`config.mk`:
```
export PLATFORM = sky130hd
export DESIGN_NAME = dram_refresh_sched
export DESIGN_NICKNAME = d
export VERILOG_FILES = /design/src/rtl/dram_ref_pkg.sv /design/src/rtl/ref_interval_timer.sv /design/src/rtl/ref_backlog.sv /design/src/rtl/ref_row_ctr.sv /design/src/rtl/ref_seq.sv /design/src/rtl/dram_refresh_sched.sv
export SDC_FILE = /design/constraint.sdc
export NUM_CORES = 1
export LEC_CHECK = 0
export BUFFER_PORTS_ARGS = -buffer_cell sky130_fd_sc_hd__buf_2
export CELL_PAD_IN_SITES_DETAIL_PLACEMENT = 0
export CELL_PAD_IN_SITES_GLOBAL_PLACEMENT = 1
export CORE_MARGIN = 8
export CORE_UTILIZATION = 30
export CTS_BUF_LIST = sky130_fd_sc_hd__clkbuf_4
export DETAILED_ROUTE_END_ITERATION = 10
export GPL_ROUTABILITY_DRIVEN = 0
export PLACE_DENSITY_LB_ADDON = 0.1
export SYNTH_ARGS = -nofsm -noshare
export SYNTH_HDL_FRONTEND = slang
export SYNTH_SLANG_ARGS = --single-unit
```
`constraint.sdc`:
```
create_clock -name clk -period 2.5 [get_ports clk]
set_input_delay 0.625 -clock clk [delete_from_list [all_inputs] [get_ports clk]]
set_output_delay 0.625 -clock clk [all_outputs]
set_load 0.05 [all_outputs]
```
`src/rtl/dram_ref_pkg.sv`:
```
package dram_ref_pkg;

  typedef enum logic [2:0] {
    ST_IDLE,
    ST_WAIT,
    ST_PRE,
    ST_SETUP,
    ST_ACT,
    ST_REC,
    ST_DONE
  } ref_state_t;

  // Round a time in ns up to whole clock cycles of period ps.
  function automatic int unsigned ns_to_cyc(input int unsigned ns, input int unsigned ps);
    return (ns * 1000 + ps - 1) / ps;
  endfunction

endpackage

```
`src/rtl/ref_interval_timer.sv`:
```
module ref_interval_timer #(
  parameter int unsigned REFI_CYC = 1954
) (
  input  logic clk,
  input  logic rst,
  output logic tick
);
  localparam int unsigned CW = $clog2(REFI_CYC);
  localparam logic [CW-1:0] LAST = CW'(REFI_CYC - 1);

  logic [CW-1:0] cnt;

  always_ff @(posedge clk) begin
    if (rst)             cnt <= '0;
    else if (cnt == LAST) cnt <= '0;
    else                 cnt <= cnt + 1'b1;
  end

  assign tick = (cnt == LAST);

  // the interval counter never leaves its range
  assert_cnt_range_R1: assert property (@(posedge clk) disable iff (rst) cnt <= LAST);

endmodule

```
`src/rtl/ref_backlog.sv`:
```
module ref_backlog #(
  parameter int unsigned BACKLOG = 8,
  localparam int unsigned PW = $clog2(BACKLOG + 1)
) (
  input  logic          clk,
  input  logic          rst,
  input  logic          inc,
  input  logic          dec,
  output logic [PW-1:0] owed,
  output logic          full
);
  localparam logic [PW-1:0] LIMIT = PW'(BACKLOG);

  assign full = (owed == LIMIT);

  always_ff @(posedge clk) begin
    if (rst) owed <= '0;
    else if (inc && !dec && !full) owed <= owed + 1'b1;
    else if (dec && !inc)          owed <= owed - 1'b1;
  end

  assert_backlog_bound_R3: assert property (@(posedge clk) disable iff (rst) owed <= LIMIT);
  assert_tie_hold_R4: assert property (@(posedge clk) disable iff (rst) (inc && dec) |=> $stable(owed));
  assert_no_underflow_R4: assert property (@(posedge clk) disable iff (rst) dec |-> (owed != '0));

endmodule

```
`src/rtl/ref_row_ctr.sv`:
```
module ref_row_ctr #(
  parameter int unsigned ROW_W = 11
) (
  input  logic             clk,
  input  logic             rst,
  input  logic             adv,
  output logic [ROW_W-1:0] row
);
  // Natural binary wrap takes the last row back to 0.
  always_ff @(posedge clk) begin
    if (rst)      row <= '0;
    else if (adv) row <= row + 1'b1;
  end

  assert_row_hold_R7: assert property (@(posedge clk) disable iff (rst) !adv |=> $stable(row));

endmodule

```
`src/rtl/ref_seq.sv`:
```
module ref_seq import dram_ref_pkg::*; #(
  parameter int unsigned TRP_CYC  = 5,
  parameter int unsigned TRAS_CYC = 8,
  parameter int unsigned TCSR_CYC = 2,
  parameter int unsigned ROW_W    = 11
) (
  input  logic             clk,
  input  logic             rst,
  input  logic             owed_nz,
  input  logic             grant,
  input  logic             ras_only,
  input  logic             hidden_en,
  input  logic             read_hold,
  input  logic [ROW_W-1:0] row,
  output logic             req,
  output logic             ras_n,
  output logic             cas_n,
  output logic [ROW_W-1:0] addr,
  output logic             addr_oe,
  output logic             done,
  output logic             adv
);
  localparam int unsigned MAXC = (TRAS_CYC > TRP_CYC) ?
                                 ((TRAS_CYC > TCSR_CYC) ? TRAS_CYC : TCSR_CYC) :
                                 ((TRP_CYC > TCSR_CYC) ? TRP_CYC : TCSR_CYC);
  localparam int unsigned TW = $clog2(MAXC + 1);
  localparam logic [TW-1:0] LD_RP  = TW'(TRP_CYC - 1);
  localparam logic [TW-1:0] LD_RAS = TW'(TRAS_CYC - 1);
  localparam logic [TW-1:0] LD_CSR = TW'(TCSR_CYC - 1);

  ref_state_t    state, state_d;
  logic [TW-1:0] tmr, tmr_d;
  logic          rom_q, hid_q, rom_d, hid_d, take;

  assign take  = (state == ST_WAIT) && grant;
  assign hid_d = take ? (hidden_en && read_hold) : hid_q;
  assign rom_d = take ? (ras_only && !(hidden_en && read_hold)) : rom_q;

  always_comb begin
    state_d = state;
    tmr_d   = (tmr != '0) ? tmr - 1'b1 : tmr;
    unique case (state)
      ST_IDLE: if (owed_nz) state_d = ST_WAIT;
      ST_WAIT: if (grant) begin state_d = ST_PRE; tmr_d = LD_RP; end
      ST_PRE: if (tmr == '0) begin
        if (!rom_q && !hid_q) begin state_d = ST_SETUP; tmr_d = LD_CSR; end
        else                  begin state_d = ST_ACT;   tmr_d = LD_RAS; end
      end
      ST_SETUP: if (tmr == '0) begin state_d = ST_ACT; tmr_d = LD_RAS; end
      ST_ACT:   if (tmr == '0) begin state_d = ST_REC; tmr_d = LD_RP;  end
      ST_REC:   if (tmr == '0) state_d = ST_DONE;
      ST_DONE:  state_d = ST_IDLE;
      default:  state_d = ST_IDLE;
    endcase
  end

  always_ff @(posedge clk) begin
    if (rst) begin
      state   <= ST_IDLE;
      tmr     <= '0;
      rom_q   <= 1'b0;
      hid_q   <= 1'b0;
      req     <= 1'b0;
      ras_n   <= 1'b1;
      cas_n   <= 1'b1;
      addr    <= '0;
      addr_oe <= 1'b0;
      done    <= 1'b0;
    end else begin
      state   <= state_d;
      tmr     <= tmr_d;
      rom_q   <= rom_d;
      hid_q   <= hid_d;
      req     <= (state_d == ST_WAIT);
      ras_n   <= (state_d != ST_ACT);
      cas_n   <= !((state_d == ST_SETUP) || (state_d == ST_ACT && !rom_d) ||
                   (state_d == ST_PRE && hid_d));
      addr_oe <= rom_d && (state_d == ST_PRE || state_d == ST_ACT);
      addr    <= (rom_d && (state_d == ST_PRE || state_d == ST_ACT)) ? row : '0;
      done    <= (state_d == ST_DONE);
    end
  end

  assign adv = done && rom_q;

  assert_cbr_order_R5: assert property (@(posedge clk) disable iff (rst)
    ($fell(ras_n) && !rom_q) |-> (!cas_n && $past(!cas_n)));
  assert_ras_only_cas_high_R6: assert property (@(posedge clk) disable iff (rst)
    (!ras_n && rom_q) |-> (cas_n && addr_oe));
  assert_done_single_R8: assert property (@(posedge clk) disable iff (rst) done |=> !done);
  assert_done_after_high_R8: assert property (@(posedge clk) disable iff (rst) done |-> ras_n);

endmodule

```
`src/rtl/dram_refresh_sched.sv`:
```
module dram_refresh_sched import dram_ref_pkg::*; #(
  parameter int unsigned CLK_PS   = 8000,
  parameter int unsigned REFI_NS  = 15625,
  parameter int unsigned TRP_NS   = 40,
  parameter int unsigned TRAS_NS  = 64,
  parameter int unsigned TCSR_NS  = 10,
  parameter int unsigned ROW_W    = 11,
  parameter int unsigned BACKLOG  = 8,
  localparam int unsigned PEND_W  = $clog2(BACKLOG + 1)
) (
  input  logic              clk,
  input  logic              rst,
  input  logic              ras_only_mode,
  input  logic              hidden_en,
  input  logic              read_hold,
  input  logic              ref_grant,
  output logic              ref_req,
  output logic              ref_urgent,
  output logic [PEND_W-1:0] owed,
  output logic              ras_n,
  output logic              cas_n,
  output logic [ROW_W-1:0]  row_addr,
  output logic              row_addr_oe,
  output logic              ref_done
);
  localparam int unsigned REFI_CYC = ns_to_cyc(REFI_NS, CLK_PS);
  localparam int unsigned TRP_CYC  = ns_to_cyc(TRP_NS, CLK_PS);
  localparam int unsigned TRAS_CYC = ns_to_cyc(TRAS_NS, CLK_PS);
  localparam int unsigned TCSR_CYC = ns_to_cyc(TCSR_NS, CLK_PS);

  logic             tick, adv;
  logic [ROW_W-1:0] row;

  ref_interval_timer #(.REFI_CYC(REFI_CYC)) u_timer (
    .clk(clk), .rst(rst), .tick(tick)
  );

  ref_backlog #(.BACKLOG(BACKLOG)) u_backlog (
    .clk(clk), .rst(rst), .inc(tick), .dec(ref_done), .owed(owed), .full(ref_urgent)
  );

  ref_row_ctr #(.ROW_W(ROW_W)) u_row (
    .clk(clk), .rst(rst), .adv(adv), .row(row)
  );

  ref_seq #(
    .TRP_CYC(TRP_CYC), .TRAS_CYC(TRAS_CYC), .TCSR_CYC(TCSR_CYC), .ROW_W(ROW_W)
  ) u_seq (
    .clk(clk), .rst(rst), .owed_nz(owed != '0), .grant(ref_grant),
    .ras_only(ras_only_mode), .hidden_en(hidden_en), .read_hold(read_hold), .row(row),
    .req(ref_req), .ras_n(ras_n), .cas_n(cas_n), .addr(row_addr), .addr_oe(row_addr_oe),
    .done(ref_done), .adv(adv)
  );

  assert_req_hold_R2: assert property (@(posedge clk) disable iff (rst)
    (ref_req && !ref_grant) |=> ref_req);
  assert_no_req_when_clear_R2: assert property (@(posedge clk) disable iff (rst)
    (owed == '0) |-> !ref_req);

endmodule

```
* Word level (Yosys, flattened, before mapping)
Index checks and enable logic that the tools add are counted.
** Storage, ports and cells
- Register bits after elaboration :: 51
** Operators by class
- $add $sub $neg :: 5
- Equality and inequality tests :: 13
- Multiplexer cells :: 19
- Bitwise gates (word level) :: 1
- Reductions and logical operators :: 29
** Operators by type and width (count)
- $mux W4 :: 7
- $mux W3 :: 8
- $add A11 B1 Y11 const B :: 2
- $pmux W3 S6 :: 1
- $pmux W4 S4 :: 1
- $eq A3 B2 Y1 const B :: 4
- $eq A3 B3 Y1 const B :: 4
- $eq A11 B11 Y1 const B :: 1
- $logic_and A1 B1 Y1 :: 11
- $logic_not A1 Y1 :: 8
- $reduce_bool A4 Y1 :: 2
- $sub A4 B1 Y4 const B :: 2
- $eq A3 B1 Y1 const B :: 2
- $add A4 B1 Y4 const B :: 1
- $eq A4 B4 Y1 const B :: 1
- $logic_not A4 Y1 :: 1
- $reduce_or A2 Y1 :: 2
- $logic_not A3 Y1 :: 1
- $logic_or A1 B1 Y1 :: 3
- $ne A3 B3 Y1 const B :: 1
- $mux W1 :: 2
- $reduce_bool A2 Y1 :: 1
- $not A1 Y1 :: 1

* Depth between registers and ports, before layout
- Word-level depth :: 10
- Gate-level depth with buffers :: 10
- Depth with buffers taken out :: 10

* Modules after synthesis
A second synthesis with hierarchy kept.
** Second synthesis, totals
- Cell total of the unflattened synthesis :: 263
- Area total of the unflattened synthesis :: 2382.3 µm²
** Modules (own cells, without submodules)
- ref_seq :: instances 1, cells each 126, area each 1091.0 µm², seq. area each 500.5 µm²
- ref_row_ctr :: instances 1, cells each 55, area each 513.0 µm², seq. area each 220.2 µm²
- ref_interval_timer :: instances 1, cells each 55, area each 508.0 µm², seq. area each 220.2 µm²
- ref_backlog :: instances 1, cells each 26, area each 262.8 µm², seq. area each 80.1 µm²
- dram_refresh_sched :: instances 1, cells each 1, area each 7.5 µm², seq. area each 0.0 µm²

* Worst setup path before layout
OpenSTA, ideal clock, no wires.
- Kind :: register to register
- From :: register u_backlog.owed[3]
- To :: register u_backlog.owed[3]
- Library setup time :: 0.123 ns
- Arrival time :: 3.954 ns
- Setup slack :: -1.577 ns
- Stages on the path, launching flop included :: 9
- Buffers on the path :: 0
- Period minus slack after synthesis :: 4.077 ns
- Path through :: dfxtp_1 -> nor4b_1 -> or4_1 -> or2_1 -> ha_1 -> a21o_1 -> a21oi_1 -> mux2i_1 -> mux2_1
** On the way
- Word-level cells in the longest chain between the ends :: 4
- Elaborated cells on any way between the ends :: 8
- Classes of those cells :: add/sub (2); eq/ne (1); mux (2); reduce/logical (3)
** RTL lines
- start: declaration :: line ref_backlog.sv:9 : output logic [PW-1:0] owed,
- start signal: assignment :: line ref_backlog.sv:18 : else if (inc && !dec && !full) owed <= owed + 1'b1;
- start signal: assignment :: line ref_backlog.sv:19 : else if (dec && !inc) owed <= owed - 1'b1;
- $eq A4 B4 Y1 (*) :: line ref_backlog.sv:14 : assign full = (owed == LIMIT);
- net ref_urgent :: line dram_refresh_sched.sv:18 : output logic ref_urgent,
- $logic_not A1 Y1 (*) :: line ref_backlog.sv:18
- $logic_and A1 B1 Y1 (*) :: line ref_backlog.sv:18
- $mux W4 / $reduce_bool A2 Y1 (equally long branches)
Mark *: on every way through the listed nets, which the timed path passes. The rest lies on a longest branch. The select of a mux whose other input is x is not followed.
A chain may end at the register's enable or synchronous reset.

* Worst setup path in the final report
- From :: register u_timer.cnt[1]
- To :: register u_backlog.owed[3]
** On the way
- Word-level cells in the longest chain between the ends :: 4
- Elaborated cells on any way between the ends :: 7
- Classes of those cells :: eq/ne (1); mux (1); reduce/logical (5)
** RTL lines
- start: declaration :: line ref_interval_timer.sv:11 : logic [CW-1:0] cnt;
- start signal: assignment :: line ref_interval_timer.sv:16 : else cnt <= cnt + 1'b1;
- $eq A11 B11 Y1 (*) :: line ref_interval_timer.sv:19 : assign tick = (cnt == LAST);
- $logic_and A1 B1 Y1 / $logic_not A1 Y1 (equally long branches) :: line ref_backlog.sv:18, ref_backlog.sv:19
- $logic_and A1 B1 Y1 (on tied branches) :: line ref_backlog.sv:18, ref_backlog.sv:19
- $mux W4 / $reduce_bool A2 Y1 (equally long branches)
Every way passes the cells marked *; elsewhere a longest branch is shown, timed or not.

==> results_tabular.tex <==
\begin{tabular}{lr}
\hline
Metric & Value \\
\hline
\multicolumn{2}{l}{\textbf{Global route}} \\
First-pass GRT wire length & 8.38 mm \\
Antenna violations before repair & 0 \\
GRT Residual Overflow & 0 \\
Maximum number of pins on one net before global-route repair & 20 \\
Vias in the first global route & 1802 \\
GR Util All Layers & 0.101 \\
\multicolumn{2}{l}{\textbf{Floorplan}} \\
CORE AREA & 0.00721 mm² \\
Die footprint & 0.0104 mm² \\
Die extent in y & 102 µm \\
Number of top-level pins & 27 \\
Std-Cell Rows & 31 \\
Overall die width & 102 µm \\
Effective utilization at floorplan & 0.307 \\
\multicolumn{2}{l}{\textbf{Setup path}} \\
Signal arrival time at the worst endpoint & 2.97 ns \\
Critical path required time & 2.75 ns \\
CP max FO & 2 \\
Path type of the worst setup path & flip-flop to flip-flop \\
CP endpoint kind & flip-flop \\
Startpoint class of the critical path & flip-flop \\
\multicolumn{2}{l}{\textbf{Clocking}} \\
Number of hold-repair buffers added at the cts stage & 0 \\
Maximum level of the CTS H-tree & 2 \\
Clock insertion delay at the later pin of the skew report & 0.36 ns \\
Clock root buffer & clkbuf\_4 \\
Max clock buf depth & 2 \\
TritonCTS clock tree & done \\
Clock tree sinks & 51 \\
Clock buffer count from CTS & 5 \\
CTS clk-pin slew, worst paths & 0.14 ns \\
\multicolumn{2}{l}{\textbf{Run status}} \\
Violated checks & negative setup slack \\
Run status & complete, but fails checks \\
\multicolumn{2}{l}{\textbf{Yosys}} \\
Largest area contributor in the netlist & dfxtp\_1 \\
Cell with the most instances after synthesis & dfxtp\_1 \\
Number of flops mapped to enable cells by yosys & 0 \\
Commonest cells post-synth & dfxtp\_1, nor2\_1, xor2\_1 \\
Proportion of synthesized flip-flops having asynchronous set or reset & 0 \\
Post-Synthesis Cell Area & 0.00222 mm² \\
Syn\_area\_per\_cell & 9.27 µm² \\
Number of nets in the synthesized netlist & 254 \\
Synth area leaders & dfxtp\_1, xor2\_1, nor2\_1 \\
Flip-flop and latch count after synthesis & 51 \\
Fraction of synthesized cell area taken by the top area cell type & 0.461 \\
Synth warnings & 0 \\
Unique masters post-synth & 50 \\
Most used flip-flop cell after synthesis & dfxtp\_1 \\
Sequential element share of the synthesized area & 0.461 \\
Mapped Cells & 239 \\
\multicolumn{2}{l}{\textbf{Placement}} \\
Post-DP HPWL & 3.47 mm \\
Post-Place Cells & 380 \\
Buffers added on ports & 26 \\
\multicolumn{2}{l}{\textbf{Timing}} \\
Period utilization & 1.09 \\
WHS & 0.510 ns \\
Unrepaired setup endpoints after global routing & true \\
Final setup margin & -0.215 ns \\
Final critical path time including I/O delays and setup & 2.71 ns \\
Max Clk Rate & 368 MHz \\
Transition time of the tightest slew-check pin & 0.471 ns \\
Setup violation total in the final timing report & 3 \\
Clock skew after layout & 0.00716 ns \\
Slew Viols, Final & 0 \\
Number of hold-slack violations in the final timing report & 0 \\
Worst relative slew slack & 0.683 \\
\multicolumn{2}{l}{\textbf{Cells and area}} \\
Layout Cells excl Fill & 390 \\
Growth of design area from synthesis to finish & 25.6\% \\
Layout net count & 305 \\
Fraction of layout instances using a drive strength above 1 & 0.289 \\
Number of antenna repair diodes & 0 \\
\multicolumn{2}{l}{\textbf{Detailed routing}} \\
Routed WL per cell & 12.1 µm \\
Per-cell via count in the routed design & 4.55 \\
Sum of routed wire length over all layers & 4.73 mm \\
First-pass iteration count of the detailed router & 4 \\
DR iter-0 viols & 38 \\
Count of unresolved DRC violations after routing & 0 \\
Vias & 1773 \\
ANT nets after route & 0 \\
\multicolumn{2}{l}{\textbf{Power and ir drop}} \\
Power after layout & 1.53 mW \\
Max IR drop VDD & 0.259 mV \\
Leakage power of the design & 1.17 nW \\
Power density cells & 551 mW/mm² \\
\multicolumn{2}{l}{\textbf{Hold path}} \\
Path class of the lowest-slack min-delay path & flip-flop to flip-flop \\
\multicolumn{2}{l}{\textbf{Run}} \\
Max-cap viol count & 0 \\
\hline
\end{tabular}
==> metrics by stage <==
step	instance area [µm²]	utilization	setup WS (ns)	setup TNS [ns]
final	2780	0.386	-0.215	-0.379
after global routing	2780	0.386	-0.330	-0.631
after CTS	2770	0.384	-0.216	-0.414
after detailed placement	2650	0.367	-0.293	-0.324
after global placement	2650	0.367	-0.244	-0.244
after floorplan	2250	-	-0.246	-0.246
==> kinds of logic (layout without fill, tap and decap cells) <==
group	count (synthesis)	after routing	share of synthesized area
AND/OR/NAND/NOR	107	107	0.264
adder cells (fa/ha/maj)	9	9	0.0542
XOR/XNOR	20	20	0.0791
buffers and inverters	15	67	0.0288
flip-flops	51	51	0.461
multiplexers	5	5	0.0232
AO/OA/AOI/OAI	32	32	0.0898
==> placed cells by master, fill, tap and decap left out, drive strengths merged, types with 4 or more instances in the layout <==
cell	netlist	final
xnor2	5	5
xor2	15	15
o21ai	7	7
nor2	34	34
mux2i	4	4
and3	6	6
clkbuf	4	6
dfxtp	51	51
a21oi	12	12
or3	8	8
nand2	9	9
buf	5	53
nor4	4	4
inv	6	6
ha	8	8
nand3	14	14
and2	12	12
==> critical path, stage by stage (launching register included) <==
cell and delay (ns):
dfxtp_2 0.35, inv_2 0.06, ha_4 0.11, or3b_4 0.36, or4_4 0.42, or2_4 0.26
ha_4 0.21, a21o_1 0.16, a21oi_2 0.13, mux2i_1 0.21, mux2_1 0.34
==> registers in the layout (all words and copies together) (netlist names), 3 cells and up <==
signal          count
u_backlog.owed      4
u_row.row          11
u_seq.addr         11
u_seq.state         3
u_seq.tmr           4
u_timer.cnt        11
==> final timing paths <==
path	startpoint	slack [ns]	endpoint	cells after the start
worst max register to register	u_timer.cnt[1]$_SDFF_PP0_	-0.21	u_backlog.owed[3]$_SDFFE_PP0P_	10
worst max-delay path	u_timer.cnt[1]$_SDFF_PP0_	-0.21	u_backlog.owed[3]$_SDFFE_PP0P_	10
worst min register to register	u_row.row[10]$_SDFFE_PP0P_	0.51	u_row.row[10]$_SDFFE_PP0P_	2
worst min-delay path	u_row.row[10]$_SDFFE_PP0P_	0.51	u_row.row[10]$_SDFFE_PP0P_	2
==> report_power, final <==
part | switching [mW] | total (mW) | internal, mW
registers | 0.0260 | 0.872 | 0.846
clock network | 0.249 | 0.365 | 0.116
logic | 0.154 | 0.297 | 0.143
==> cell type report <==
type / instances / area [µm²]
tap: 99 / 124
clock inverter: 2 / 7.51
timing repair buffer: 53 / 340
sequential: 51 / 1030
multi-input combinational: 173 / 1210
clock buffer: 6 / 45.0
fill: 768 / 4430
inverter: 6 / 22.5
==> routing by layer <==
metal  global-route usage  wire length, µm  vias up
li1                     -                -      929
met1                0.130             2370      817
met5                    0                0        -
met4               0.0361               35        0
met2                0.154             2100       25
met3               0.0320              219        2
==> repair_timing <==
action | CTS | global route
pin swaps | 6 | 2
buffers inserted | 1 | 1
endpoints found under the setup margin | 3 | 3
gates resized for setup | 12 | 2
Power figures use the tool's default switching activity.
